--- src/rtl/pc_seq_pkg.sv ---
package pc_seq_pkg;
   typedef enum logic [1:0] {
      SEQ_CMD_NONE  = 2'b00,
      SEQ_CMD_START = 2'b01,
      SEQ_CMD_RSVD  = 2'b10,
      SEQ_CMD_KILL  = 2'b11
   } seq_cmd_e;
endpackage

--- src/rtl/pc_seq_cfg.sv ---
module pc_seq_cfg #(
   parameter int ADDR_W = 8
) (
   input  logic              clk,
   input  logic              rst_n,
   input  logic              wr_en,
   input  logic              sel_end,
   input  logic [ADDR_W-1:0] wdata,
   input  logic              lock,
   input  logic              clr_end,
   output logic [ADDR_W-1:0] first_addr,
   output logic [ADDR_W-1:0] last_addr
);
   logic wr_ok;
   assign wr_ok = wr_en && !lock;

   always_ff @(posedge clk or negedge rst_n) begin
      if (!rst_n) begin
         first_addr <= '0;
         last_addr  <= '0;
      end else begin
         if (wr_ok && !sel_end)
            first_addr <= wdata;
         if (clr_end)
            last_addr <= '0;
         else if (wr_ok && sel_end)
            last_addr <= wdata;
      end
   end
endmodule

--- src/rtl/pc_seq_count.sv ---
module pc_seq_count #(
   parameter int ADDR_W = 8
) (
   input  logic              clk,
   input  logic              rst_n,
   input  logic              load,
   input  logic [ADDR_W-1:0] load_val,
   input  logic              step,
   output logic [ADDR_W-1:0] pc
);
   always_ff @(posedge clk or negedge rst_n) begin
      if (!rst_n)
         pc <= '0;
      else if (load)
         pc <= load_val;
      else if (step)
         pc <= pc + ADDR_W'(1);
   end
endmodule

--- src/rtl/pc_seq_ctrl.sv ---
module pc_seq_ctrl #(
   parameter int ADDR_W = 8
) (
   input  logic              clk,
   input  logic              rst_n,
   input  logic              go_cmd,
   input  logic              kill_cmd,
   input  logic [ADDR_W-1:0] pc,
   input  logic [ADDR_W-1:0] last_addr,
   output logic              busy,
   output logic              done,
   output logic              load,
   output logic              step
);
   logic reached;
   logic finish;

   assign reached = (pc >= last_addr);
   assign finish  = busy && (kill_cmd || reached);
   assign load    = go_cmd && !busy;
   assign step    = busy && !finish;

   always_ff @(posedge clk or negedge rst_n) begin
      if (!rst_n) begin
         busy <= 1'b0;
         done <= 1'b0;
      end else begin
         done <= finish;
         if (load)
            busy <= 1'b1;
         else if (finish)
            busy <= 1'b0;
      end
   end
endmodule

--- src/rtl/pc_sequencer.sv ---
module pc_sequencer
   import pc_seq_pkg::*;
#(
   parameter int ADDR_W = 8
) (
   input  logic              clk,
   input  logic              rst_n,
   input  logic              cfg_wr_en,
   input  logic              cfg_sel,
   input  logic [ADDR_W-1:0] cfg_wdata,
   input  logic [1:0]        cmd,
   input  logic              bus_req,
   output logic [ADDR_W-1:0] imem_addr,
   output logic              busy,
   output logic              done,
   output logic              bus_retry
);
   generate
      if (ADDR_W < 2 || ADDR_W > 32) begin : g_bad_width
         $error("pc_sequencer: ADDR_W must be within 2..32");
      end
   endgenerate

   logic              go_cmd, kill_cmd;
   logic              load, step;
   logic [ADDR_W-1:0] start_val, end_val;

   assign go_cmd   = (cmd == SEQ_CMD_START);
   assign kill_cmd = (cmd == SEQ_CMD_KILL);

   pc_seq_cfg #(.ADDR_W(ADDR_W)) u_cfg (
      .clk(clk), .rst_n(rst_n), .wr_en(cfg_wr_en), .sel_end(cfg_sel),
      .wdata(cfg_wdata), .lock(busy), .clr_end(kill_cmd),
      .first_addr(start_val), .last_addr(end_val)
   );

   pc_seq_count #(.ADDR_W(ADDR_W)) u_cnt (
      .clk(clk), .rst_n(rst_n), .load(load), .load_val(start_val),
      .step(step), .pc(imem_addr)
   );

   pc_seq_ctrl #(.ADDR_W(ADDR_W)) u_ctl (
      .clk(clk), .rst_n(rst_n), .go_cmd(go_cmd), .kill_cmd(kill_cmd),
      .pc(imem_addr), .last_addr(end_val), .busy(busy), .done(done),
      .load(load), .step(step)
   );

   assign bus_retry = bus_req && busy;
endmodule

--- config.mk ---
export PLATFORM = sky130hd
export DESIGN_NAME = pc_sequencer
export DESIGN_NICKNAME = d
export VERILOG_FILES = /design/src/rtl/pc_seq_pkg.sv /design/src/rtl/pc_seq_cfg.sv /design/src/rtl/pc_seq_count.sv /design/src/rtl/pc_seq_ctrl.sv /design/src/rtl/pc_sequencer.sv
export SDC_FILE = /design/constraint.sdc
export NUM_CORES = 1
export LEC_CHECK = 0
export ABC_CLOCK_PERIOD_IN_PS = 5500
export CAP_MARGIN = 0
export CORE_UTILIZATION = 55
export DETAILED_ROUTE_END_ITERATION = 16
export PLACE_DENSITY = 0.88
export SLEW_MARGIN = 0
export SYNTH_ARGS = -nofsm -noshare
export SYNTH_HDL_FRONTEND = slang
export SYNTH_SLANG_ARGS = --single-unit
--- constraint.sdc ---
create_clock -name clk -period 5.5 [get_ports clk]
set_input_delay 1.1 -clock clk [delete_from_list [all_inputs] [get_ports clk]]
set_output_delay 1.1 -clock clk [all_outputs]
set_load 0.1 [all_outputs]
After elaboration in Yosys (flattened, before gate mapping)
Index checks and enable logic that the tools add are counted.
- register bits: 26
- input port bits: 15
- add/subtract/negate cells: 1
- magnitude comparators: 1
- equality and inequality tests: 2
- multiplexer cells: 6
- reduce and logical (&&, ||, !) cells: 14
- operators by type and width (cell ; number):
    8-bit 2-to-1 mux ; 4
    8-bit by 1-bit adder with 8-bit output (second input constant) ; 1
    8-bit >= comparator ; 1
    1-bit logical AND ; 7
    2-bit nonzero test ; 3
    1-bit zero test ; 3
    2-bit by 1-bit equality test with 1-bit output (second input constant) ; 1
    2-bit equality test (second input constant) ; 1
    1-bit 2-to-1 mux ; 2
    1-bit logical OR ; 1

Depth between registers and ports, before layout
Gate-level depths: netlist of run 1.
- depth in word-level cells: 7
- gate-level depth with buffers: 8

Hierarchy
Synthesis of run 1 repeated with hierarchy kept, for this count alone.
- cells, all modules: 137
- area total of the unflattened synthesis: 1476.4 µm²
- by module, submodules not included (module ; times used ; cells each ; area each (µm²) ; sequential area each (µm²)):
    pc_seq_cfg ; 1 ; 52 ; 708.2 ; 400.4
    pc_seq_count ; 1 ; 49 ; 450.4 ; 200.2
    pc_seq_ctrl ; 1 ; 33 ; 295.3 ; 50.0
    pc_sequencer ; 1 ; 3 ; 22.5 ; 0.0

Worst setup path before layout of run 1
No wires, ideal clock.
- path kind: register to output
- start: register u_ctl.busy
- end: output port bus_retry
- arrival time: 1.855 ns
- slack: 2.545 ns
- stages on the path, launching flop included: 2
- buffers on the path: 0
- cell sequence: dfrtp_1 and2_1
- cells in the longest elaborated chain, start to end: 1
- ends and longest elaborated chain (element ; line ; source):
    start, declared ; pc_seq_ctrl.sv:10 ; output logic busy,
    start signal, assigned ; pc_seq_ctrl.sv:25 ; busy <= 1'b0;
    start signal, assigned ; pc_seq_ctrl.sv:30 ; busy <= 1'b1;
    start signal, assigned ; pc_seq_ctrl.sv:32 ; busy <= 1'b0;
    1-bit logical AND ; pc_sequencer.sv:48 ; assign bus_retry = bus_req && busy;
    end, declared ; pc_sequencer.sv:16 ; output logic bus_retry
No other way between the ends.

Worst setup path after layout of run 1
- start: input port bus_req
- end: output port bus_retry
- cells in the longest elaborated chain, start to end: 1
- ends and longest elaborated chain (element ; line ; source):
    start, declared ; pc_sequencer.sv:12 ; input logic bus_req,
    1-bit logical AND ; pc_sequencer.sv:48 ;
No other way between the ends.

==> results.py, run 1 <==
metrics = {
    "run_status": {
        "status": "finished clean",
    },
    "synthesis": {
        "synth_fp_nets": 151,
        "synth_seq_cells": 26,
        "async_flop_share_pct": 100.0,
        "syn_avg_cell_area_um2": 11.31,
        "syn_inst": 127,
        "synth.distinct_cells": 34,
        "synth.yosys.seq_area_share_pct": 45.30,
        "yosysWarnings": 0,
        "ys.flop_type": "dfrtp_1",
        "synth_edf_count": 0,
        "syn_area_um2": 1436,
    },
    "power_and_ir_drop": {
        "power_density_nw_per_um2": 611.5,
        "leakage_nw": 0.7353,
        "ir_drop_uv": 447.0,
        "power_mw": 1.043,
    },
    "setup_path": {
        "r2r-start": "u_cnt.pc[0]",
        "critical_path.top_delay_family": "buffers and inverters",
        "crit_path_start": "bus_req",
        "cp.arrival_ns": 2.81,
        "reg2regPathDepth": 7,
        "cp_num_cells": 3,
        "path_cells": "clkdlybuf4s50_1 > and2_1 > clkdlybuf4s50_1",
        "worstSetupPathType": "primary input to output port",
        "cp_slowest_cell": "clkdlybuf4s50_1",
        "cp.required_ns": 4.40,
        "critPathLaunchType": "primary input",
        "slowest_delay_ns": 1.13,
        "cp-endpoint": "bus_retry",
        "end_kind": "output port",
        "path_buf_inv": 2,
        "r2r_end": "u_cnt.pc[6]",
        "cp_max_fo": 1,
        "path_common_cell": "clkdlybuf4s50_1",
        "rrSetupSlack_ns": 3.03,
    },
    "floorplanning": {
        "chipHeight_um": 53.11,
        "core_um2": 2477,
        "die_area_um2": 2820,
        "io_pins": 26,
        "start_util_pct": 57.98,
        "dieWidth_um": 53.11,
        "floorplan.rows": 18,
    },
    "final_layout": {
        "drive_gt1_share_pct": 11.84,
        "fill_cells": 198,
        "nets": 178,
        "final_util_pct": 68.84,
        "final_area_um2": 1705,
        "antenna_cells": 0,
        "area_growth_pct": 18.73,
    },
    "clock_network": {
        "cts-root-buf": "clkbuf_4",
        "cts_hold_buf": 0,
        "clock_tree.htree_level_count": 1,
        "clk-insertion-delay-late_ns": 0.32,
        "cts_setup_buffers": 0,
        "cts_resized": 0,
        "path_clk_slew_ns": 0.14,
        "cts_buffers": 3,
        "cts_tree": "done",
        "cts_max_path_buffers": 2,
        "clock-sinks": 26,
    },
    "global_routing": {
        "grt_pass1_wl_um": 4871,
        "grt_pass1_vias": 1036,
        "grt_start_max_net_pins": 27,
        "track_usage_pct": 24.70,
        "grt_overflow_total": 0,
        "antenna_found_initial": 0,
    },
    "drt": {
        "wirelength_um": 3017,
        "vias": 1109,
        "wl_per_cell_um": 16.58,
        "drt-initial-drc-count": 12,
        "antenna_left": 0,
        "drc": 0,
        "vias_per_cell": 6.093,
        "drtPass1Iterations": 6,
    },
    "timing": {
        "rsz0062_at_grt": "false",
        "hold_ws_ns": 0.5139,
        "post-route-min-period_ns": 3.907,
        "fin_crit_sh_pct": 71.04,
        "worst-slew-pin-transition_ns": 1.150,
        "timing.fmax_ghz": 0.2559,
        "slew-limit-headroom_pct": 23.09,
        "hold_viol": 0,
        "drv_slew": 0,
        "setup_viol": 0,
        "finClkSkew_ns": 0.004445,
        "tns_ns": 0,
    },
    "run": {
        "drv_cap": 0,
    },
    "place": {
        "dpl_cell_area_um2": 1683,
        "dp_hpwl_um": 2210,
        "numPortBuffers": 25,
        "place_congestion": 0.7988,
    },
    "hold_path": {
        "hp-class": "register to register",
    },
}
[synthesized netlist by cell type (2+ instances only)]
cell,count,share of area (%)
ha_1,9,7.8
mux2i_1,2,1.4
o211ai_1,2,1.0
nand4_1,3,1.3
nand3b_1,2,1.0
clkbuf_8,3,2.9
a22o_1,8,4.9
or4_1,2,1.0
inv_1,11,2.9
dfrtp_1,26,45
nand3_1,10,3.5
or3_2,2,1.0
a21oi_1,7,2.4
nor3b_1,2,1.0
mux2_2,8,6.3
o311ai_2,2,2.3
nor2_1,2,0.52
nand2_1,10,2.6
[power by group]
group,switching (mW),internal (mW),leakage [nW],total [mW]
Clock,0.0567,0.0257,0.0138,0.0824
Combinational,0.418,0.205,0.406,0.623
Sequential,0.0781,0.259,0.315,0.338
[per-stage QoR]
stage	cells	setup WS, ns
after floorplan	127	2.545
after global placement	179	1.617
after detailed placement	179	1.597
after CTS	182	1.591
after global routing	182	1.540
final	182	1.593
[flip-flops by register name, summed over array words and instances (netlist names)]
signal / cells
u_cfg.first_addr: 8
u_ctl.busy: 1
u_cnt.pc: 8
u_cfg.last_addr: 8
u_ctl.done: 1
[tightest hold or removal path, cell delays in order, from the launching register on]
cell and delay, ns:
dfrtp_1 0.37, nand2_1 0.05, o21ai_0 0.06
[worst min path at each step]
stage                   startpoint                  end  slack [ns]  depth (start not counted)
3_3_place_gp   u_cfg.first_addr[0]          u_cnt.pc[0]        0.47                          2
3_5_place_dp   u_cfg.first_addr[0]          u_cnt.pc[0]        0.49                          2
5_1_grt        u_cfg.first_addr[1]  u_cfg.first_addr[1]        0.55                          1
4_1_cts        u_cfg.first_addr[0]          u_cnt.pc[0]        0.52                          2
6_report       u_cfg.first_addr[0]          u_cnt.pc[0]        0.51                          2
2_1_floorplan  u_cfg.first_addr[3]          u_cnt.pc[3]        0.44                          2
[area by class of cell]
class / count / area, um2 / area share, %
inverters: 11 / 41.29 / 2.421
flip-flops and latches: 26 / 650.6 / 38.15
clock buffers: 3 / 22.52 / 1.321
well taps: 30 / 37.54 / 2.201
multi-input cells: 87 / 703.2 / 41.23
repair buffers: 25 / 250.2 / 14.67
[placed cells by master, fill, tap and decap left out, types with 3 or more instances in the layout]
cell type and count:
a21oi_1 7, a22o_1 8, clkbuf_4 3, clkdlybuf4s50_1 25, dfrtp_1 26, ha_1 9
inv_1 11, mux2_2 8, nand2_1 10, nand3_1 10, nand4_1 3
[routing by layer]
metal,part of all wire [%],vias up,GRT usage (%)
met4,0.70,0,7.895
met5,0,-,0
met1,47,562,32.97
met2,50,22,40.30
li1,-,521,-
met3,2.2,4,4.310
[logic make-up (layout without fill, tap and decap cells)]
| family | after synthesis | after routing | synth area share [%] |
|---|---|---|---|
| AND/OR/NAND/NOR | 41 | 41 | 16.81 |
| flip-flops | 26 | 26 | 45.30 |
| AO/OA/AOI/OAI | 25 | 25 | 15.24 |
| buffers and inverters | 14 | 39 | 5.749 |
| multiplexers | 11 | 11 | 8.450 |
| adder cells (fa/ha/maj) | 9 | 9 | 7.840 |
| XOR/XNOR | 1 | 1 | 0.6099 |
Note: power is estimated with default switching activity, not from simulation.
==> run 2, diff against run 1 <==
--- a/config.mk
+++ b/config.mk
@@ -5,11 +5,11 @@
 export SDC_FILE = /design/constraint.sdc
 export NUM_CORES = 1
 export LEC_CHECK = 0
-export ABC_CLOCK_PERIOD_IN_PS = 5500
+export ABC_CLOCK_PERIOD_IN_PS = 3600
 export CAP_MARGIN = 0
-export CORE_UTILIZATION = 55
+export CORE_UTILIZATION = 51
 export DETAILED_ROUTE_END_ITERATION = 16
-export PLACE_DENSITY = 0.88
+export PLACE_DENSITY = 0.83
 export SLEW_MARGIN = 0
 export SYNTH_ARGS = -nofsm -noshare
 export SYNTH_HDL_FRONTEND = slang
==> constraint.sdc (replaced) <==
create_clock -name clk -period 3.6 [get_ports clk]
set_input_delay 0.72 -clock clk [delete_from_list [all_inputs] [get_ports clk]]
set_output_delay 0.72 -clock clk [all_outputs]
set_load 0.1 [all_outputs]
==> run 2 against run 1 <==
Against the previous run: flip-flop and latch count is the same; global-route usage is 1.8 points lower; wire length shrank 0.36%; power is 61% higher; hold slack lost 0.0012 ns; count of clock-buffer cells in the layout unchanged; die area rose by 7.5%; critical path depth shrank 2; sequential share of layout area shrank 0.93 points; first-iteration DRC count grew 130%; setup slack got worse by 0.75 ns.
==> results.py, run 2 (synthesized netlist as in run 1, its figures left out) <==
metrics = {
    "run_status": {
        "status": "finished clean",
    },
    "timing": {
        "setup_slack_ns": 0.8430,
        "hold_viol": 0,
        "timing.fmax_ghz": 0.3627,
        "finClkSkew_ns": 0.007496,
        "tns_ns": 0,
        "fin_crit_sh_pct": 76.58,
        "rsz0062_at_grt": "false",
        "drv_slew": 0,
        "worst-slew-pin-transition_ns": 1.031,
        "post-route-min-period_ns": 2.757,
        "slew-limit-headroom_pct": 31.17,
        "setup_viol": 0,
    },
    "setup_path": {
        "rrSetupSlack_ns": 1.10,
        "end_kind": "output port",
        "worstSetupPathType": "register to output port",
        "path_cells": "clkdlybuf4s50_1",
        "slowest_delay_ns": 1.19,
        "critPathLaunchType": "register",
        "critical_path.top_delay_family": "buffers and inverters",
        "cp.arrival_ns": 2.04,
        "path_buf_inv": 1,
        "cp_max_fo": 9,
        "crit_path_start": "u_cnt.pc[2]",
        "cp.required_ns": 2.88,
        "cp_slowest_cell": "clkdlybuf4s50_1",
        "r2r-start": "u_cnt.pc[0]",
    },
    "final_layout": {
        "final_util_pct": 68.08,
        "nets": 180,
        "drive_gt1_share_pct": 14.19,
        "reg.largest.list": "u_cfg.first_addr: 8 flops, u_cfg.last_addr: 8 flops, u_cnt.pc: 8 flops",
        "antenna_cells": 0,
        "final_cell_mix": "26 x dfrtp_1, 24 x clkdlybuf4s50_1, 11 x inv_1",
        "area_growth_pct": 21.69,
        "mostFrequentLayoutCell": "dfrtp_1",
        "fill_cells": 208,
    },
    "floorplanning": {
        "dieWidth_um": 55.07,
        "floorplan.rows": 18,
        "chipHeight_um": 55.07,
        "die_area_um2": 3033,
        "core_um2": 2567,
        "io_pins": 26,
        "start_util_pct": 55.95,
    },
    "global_routing": {
        "grt_pass1_wl_um": 4836,
        "grt_overflow_total": 0,
        "track_usage_pct": 22.92,
        "grt_pass1_vias": 1115,
        "grt_start_max_net_pins": 27,
        "antenna_found_initial": 0,
    },
    "drt": {
        "drc": 0,
        "vias_per_cell": 6.054,
        "drt-initial-drc-count": 28,
        "wirelength_um": 3006,
        "antenna_left": 0,
        "vias": 1120,
        "drtPass1Iterations": 4,
        "wl_per_cell_um": 16.25,
    },
    "place": {
        "numPortBuffers": 25,
        "dp_hpwl_um": 2255,
        "place_ws_ns": 0.9098,
        "place_congestion": 0.8344,
    },
    "hold_path": {
        "hp-class": "register to register",
        "min-delay-start": "u_cfg.first_addr[0]",
    },
    "clock_network": {
        "clock_tree.htree_level_count": 1,
        "cts_hold_buf": 0,
        "cts_max_path_buffers": 2,
        "cts_buffers": 3,
        "cts_tree": "done",
        "cts_setup_buffers": 0,
        "path_clk_slew_ns": 0.15,
        "clk-insertion-delay-late_ns": 0.33,
        "cts-root-buf": "clkbuf_4",
        "cts_resized": 0,
        "clock-sinks": 26,
    },
    "power_and_ir_drop": {
        "leakage_nw": 0.7613,
        "ir_drop_uv": 782.8,
        "power_density_nw_per_um2": 958.0,
    },
    "run": {
        "drv_cap": 0,
    },
}
## run 2: changes by cell type in the layout (fill, tap and decap cells not counted)
cell | previous run | this run
clkdlybuf4s50_1 | 25 | 24
bufinv_16 | 0 | 1
buf_4 | 0 | 3
## run 2: final cells by class
| class | count | area [um2] | share of cell area [%] |
|---|---|---|---|
| multi-input cells | 87 | 703.2 | 40.23 |
| inverters | 11 | 41.29 | 2.362 |
| clock buffers | 3 | 22.52 | 1.288 |
| well taps | 30 | 37.54 | 2.147 |
| flip-flops and latches | 26 | 650.6 | 37.22 |
| repair buffers | 27 | 262.8 | 15.03 |
| clock inverters | 1 | 30.03 | 1.718 |
## run 2: where the power goes
part           leakage (nW)  internal, mW  switching [mW]
clock                0.0279         0.113          0.0894
sequential            0.315         0.396           0.109
combinational         0.418         0.317           0.650
## run 2: path summary, 6_finish.rpt
| path | end | cells past startpoint |
|---|---|---|
| worst max-delay path | imem_addr[2] | 1 |
| worst min-delay path | u_cnt.pc[0] | 2 |
| worst max register to register | u_cnt.pc[6] | 7 |
| worst min register to register | u_cnt.pc[0] | 2 |
| max in group asynchronous | u_cnt.pc[0] | 2 |
| min in group asynchronous | u_cnt.pc[7] | 2 |
## run 2: metrics by stage
step	cell area (um2)	std cells	hold WS, ns	power (mW)
3_5_place_dp	1695	181	0.4690	1.480
2_1_floorplan	1436	127	0.4244	1.255
3_3_place_gp	1695	181	0.4674	1.445
6_report	1748	185	0.5127	1.674
4_1_cts	1748	185	0.5047	1.679
5_1_grt	1748	185	0.5391	1.771
## run 2: per-layer routing
metal	share of wire [%]	vias to the layer above	GRT usage, %
li1	-	526	-
met1	43	547	30.00
met2	50	42	38.76
met3	6.0	5	3.005
met4	0.96	0	7.917
met5	0	-	0
==> run 3, diff against run 2 <==
--- a/config.mk
+++ b/config.mk
@@ -5,11 +5,11 @@
 export SDC_FILE = /design/constraint.sdc
 export NUM_CORES = 1
 export LEC_CHECK = 0
-export ABC_CLOCK_PERIOD_IN_PS = 3600
+export ABC_CLOCK_PERIOD_IN_PS = 2500
 export CAP_MARGIN = 0
-export CORE_UTILIZATION = 51
+export CORE_UTILIZATION = 46
 export DETAILED_ROUTE_END_ITERATION = 16
-export PLACE_DENSITY = 0.83
+export PLACE_DENSITY = 0.79
 export SLEW_MARGIN = 0
 export SYNTH_ARGS = -nofsm -noshare
 export SYNTH_HDL_FRONTEND = slang
==> constraint.sdc (replaced) <==
create_clock -name clk -period 2.5 [get_ports clk]
set_input_delay 0.5 -clock clk [delete_from_list [all_inputs] [get_ports clk]]
set_output_delay 0.5 -clock clk [all_outputs]
set_load 0.1 [all_outputs]
==> run 3 against run 2 <==
Against the previous run: the flow now finishes with violations (DRC); clock power is 43% higher; power is 44% higher; die area is 10% higher; clock skew is 0.0056 ns higher; first-iteration DRC count is 25% lower; highest routed layer unchanged; sequential power is 48% higher; critical path type is now register to register; register-to-register slack worse by 0.86 ns.
==> results.py, run 3 (synthesized netlist as in run 1, its figures left out) <==
metrics = {
    "global_routing": {
        "grt_pass1_vias": 1158,
        "grt_pass1_wl_um": 5319,
        "grt_start_max_net_pins": 27,
        "grt_overflow_total": 0,
        "track_usage_pct": 21.39,
        "antenna_found_initial": 0,
    },
    "power_and_ir_drop": {
        "ir_drop_uv": 544.6,
        "leakage_nw": 0.7905,
        "power_mw": 2.419,
        "power_density_nw_per_um2": 1367,
    },
    "final_layout": {
        "mostFrequentLayoutCell": "dfrtp_1",
        "area_growth_pct": 23.17,
        "final_util_pct": 62.02,
        "drive_gt1_share_pct": 23.90,
        "fin_cells": 190,
        "reg.largest.list": "u_cfg.first_addr: 8 flops, u_cfg.last_addr: 8 flops, u_cnt.pc: 8 flops",
        "antenna_cells": 0,
        "nets": 184,
        "final_cell_mix": "24 x dfrtp_1, 16 x buf_4, 14 x clkdlybuf4s50_1",
        "final_area_um2": 1769,
    },
    "setup_path": {
        "cp.required_ns": 2.76,
        "critPathLaunchType": "register",
        "cp_max_fo": 7,
        "end_kind": "register",
        "critical_path.top_delay_family": "simple AND/OR/NAND/NOR gates",
        "cp_slowest_cell": "or4_1",
        "cp.arrival_ns": 2.52,
        "worstSetupPathType": "register to register",
        "path_cells": "inv_1 > ha_1 > nand2b_4 > a2111oi_4 > o311ai_2 > or4_1 > nand3_1",
        "slowest_delay_ns": 0.55,
        "path_buf_inv": 1,
    },
    "floorplanning": {
        "io_pins": 26,
        "core_um2": 2853,
        "dieWidth_um": 57.88,
        "start_util_pct": 50.35,
        "chipHeight_um": 57.88,
        "floorplan.rows": 19,
        "die_area_um2": 3350,
    },
    "timing": {
        "hold_viol": 0,
        "worst-slew-pin-transition_ns": 0.6562,
        "finClkSkew_ns": 0.01310,
        "setup_viol": 0,
        "post-route-min-period_ns": 2.259,
        "drv_slew": 0,
        "rsz0062_at_grt": "false",
        "tns_ns": 0,
        "timing.fmax_ghz": 0.4427,
        "slew-limit-headroom_pct": 56.16,
        "fin_crit_sh_pct": 90.35,
    },
    "drt": {
        "drc": 2,
        "drt-initial-drc-count": 21,
        "drtPass1Iterations": 12,
        "vias_per_cell": 5.732,
        "antenna_left": 0,
        "vias": 1089,
        "wirelength_um": 2967,
        "wl_per_cell_um": 15.62,
    },
    "clock_network": {
        "cts_max_path_buffers": 2,
        "cts_tree": "done",
        "cts_buffers": 3,
        "cts_hold_buf": 0,
        "cts_resized": 0,
        "clk-insertion-delay-late_ns": 0.32,
        "clock-sinks": 26,
        "clock_tree.htree_level_count": 1,
        "cts_setup_buffers": 0,
        "cts-root-buf": "clkbuf_4",
        "path_clk_slew_ns": 0.15,
    },
    "hold_path": {
        "hp-class": "primary input to asynchronous set/reset pin",
    },
    "place": {
        "dpl_cell_area_um2": 1717,
        "dp_hpwl_um": 2347,
        "placedCellCount": 186,
        "numPortBuffers": 25,
        "place_congestion": 0.8656,
    },
    "run_status": {
        "violations": "DRC",
        "status": "finished, violations left",
    },
    "run": {
        "drv_cap": 0,
    },
}
==> run 3: where the power goes <==
part	switching, mW	internal [mW]	total (mW)
clock network	0.126	0.162	0.288
registers	0.172	0.574	0.746
logic	0.933	0.452	1.39
total	1.23	1.19	2.42
==> run 3: per-stage QoR <==
stage                     hold WS (ns)  setup slack, ns
after floorplan                 0.2044         0.006690
after global placement          0.4737           0.3165
after detailed placement        0.4774           0.2284
after CTS                       0.5156           0.2367
after global routing            0.5211           0.1086
final                           0.5106           0.2412
==> run 3: cell type report <==
cell class                 count  area (um2)
clock buffer                   3       22.52
clock inverter                 1       30.03
fill                         236        1084
inverter                      11       41.29
multi-input combinational     87       703.2
sequential                    26       653.1
tap                           31       38.79
timing repair buffer          31       280.3
==> run 3: final timing paths <==
path                       slack [ns]                 from            endpoint  cells past startpoint
hold reg to reg                  0.52  u_cfg.first_addr[0]         u_cnt.pc[0]                      2
hold / removal                   0.51                rst_n  u_cfg.last_addr[3]                      2
setup / recovery                 0.24          u_cnt.pc[0]         u_cnt.pc[6]                      7
setup reg to reg                 0.24          u_cnt.pc[0]         u_cnt.pc[6]                      7
min in group clk                 0.52  u_cfg.first_addr[0]         u_cnt.pc[0]                      2
max in group asynchronous        1.73                rst_n         u_cnt.pc[1]                      2
==> run 3: per-layer routing <==
metal  track usage [%]  wire length, um
met3             3.571              114
met1             26.23             1346
met5                 0                0
met2             36.62             1477
met4             10.20               29
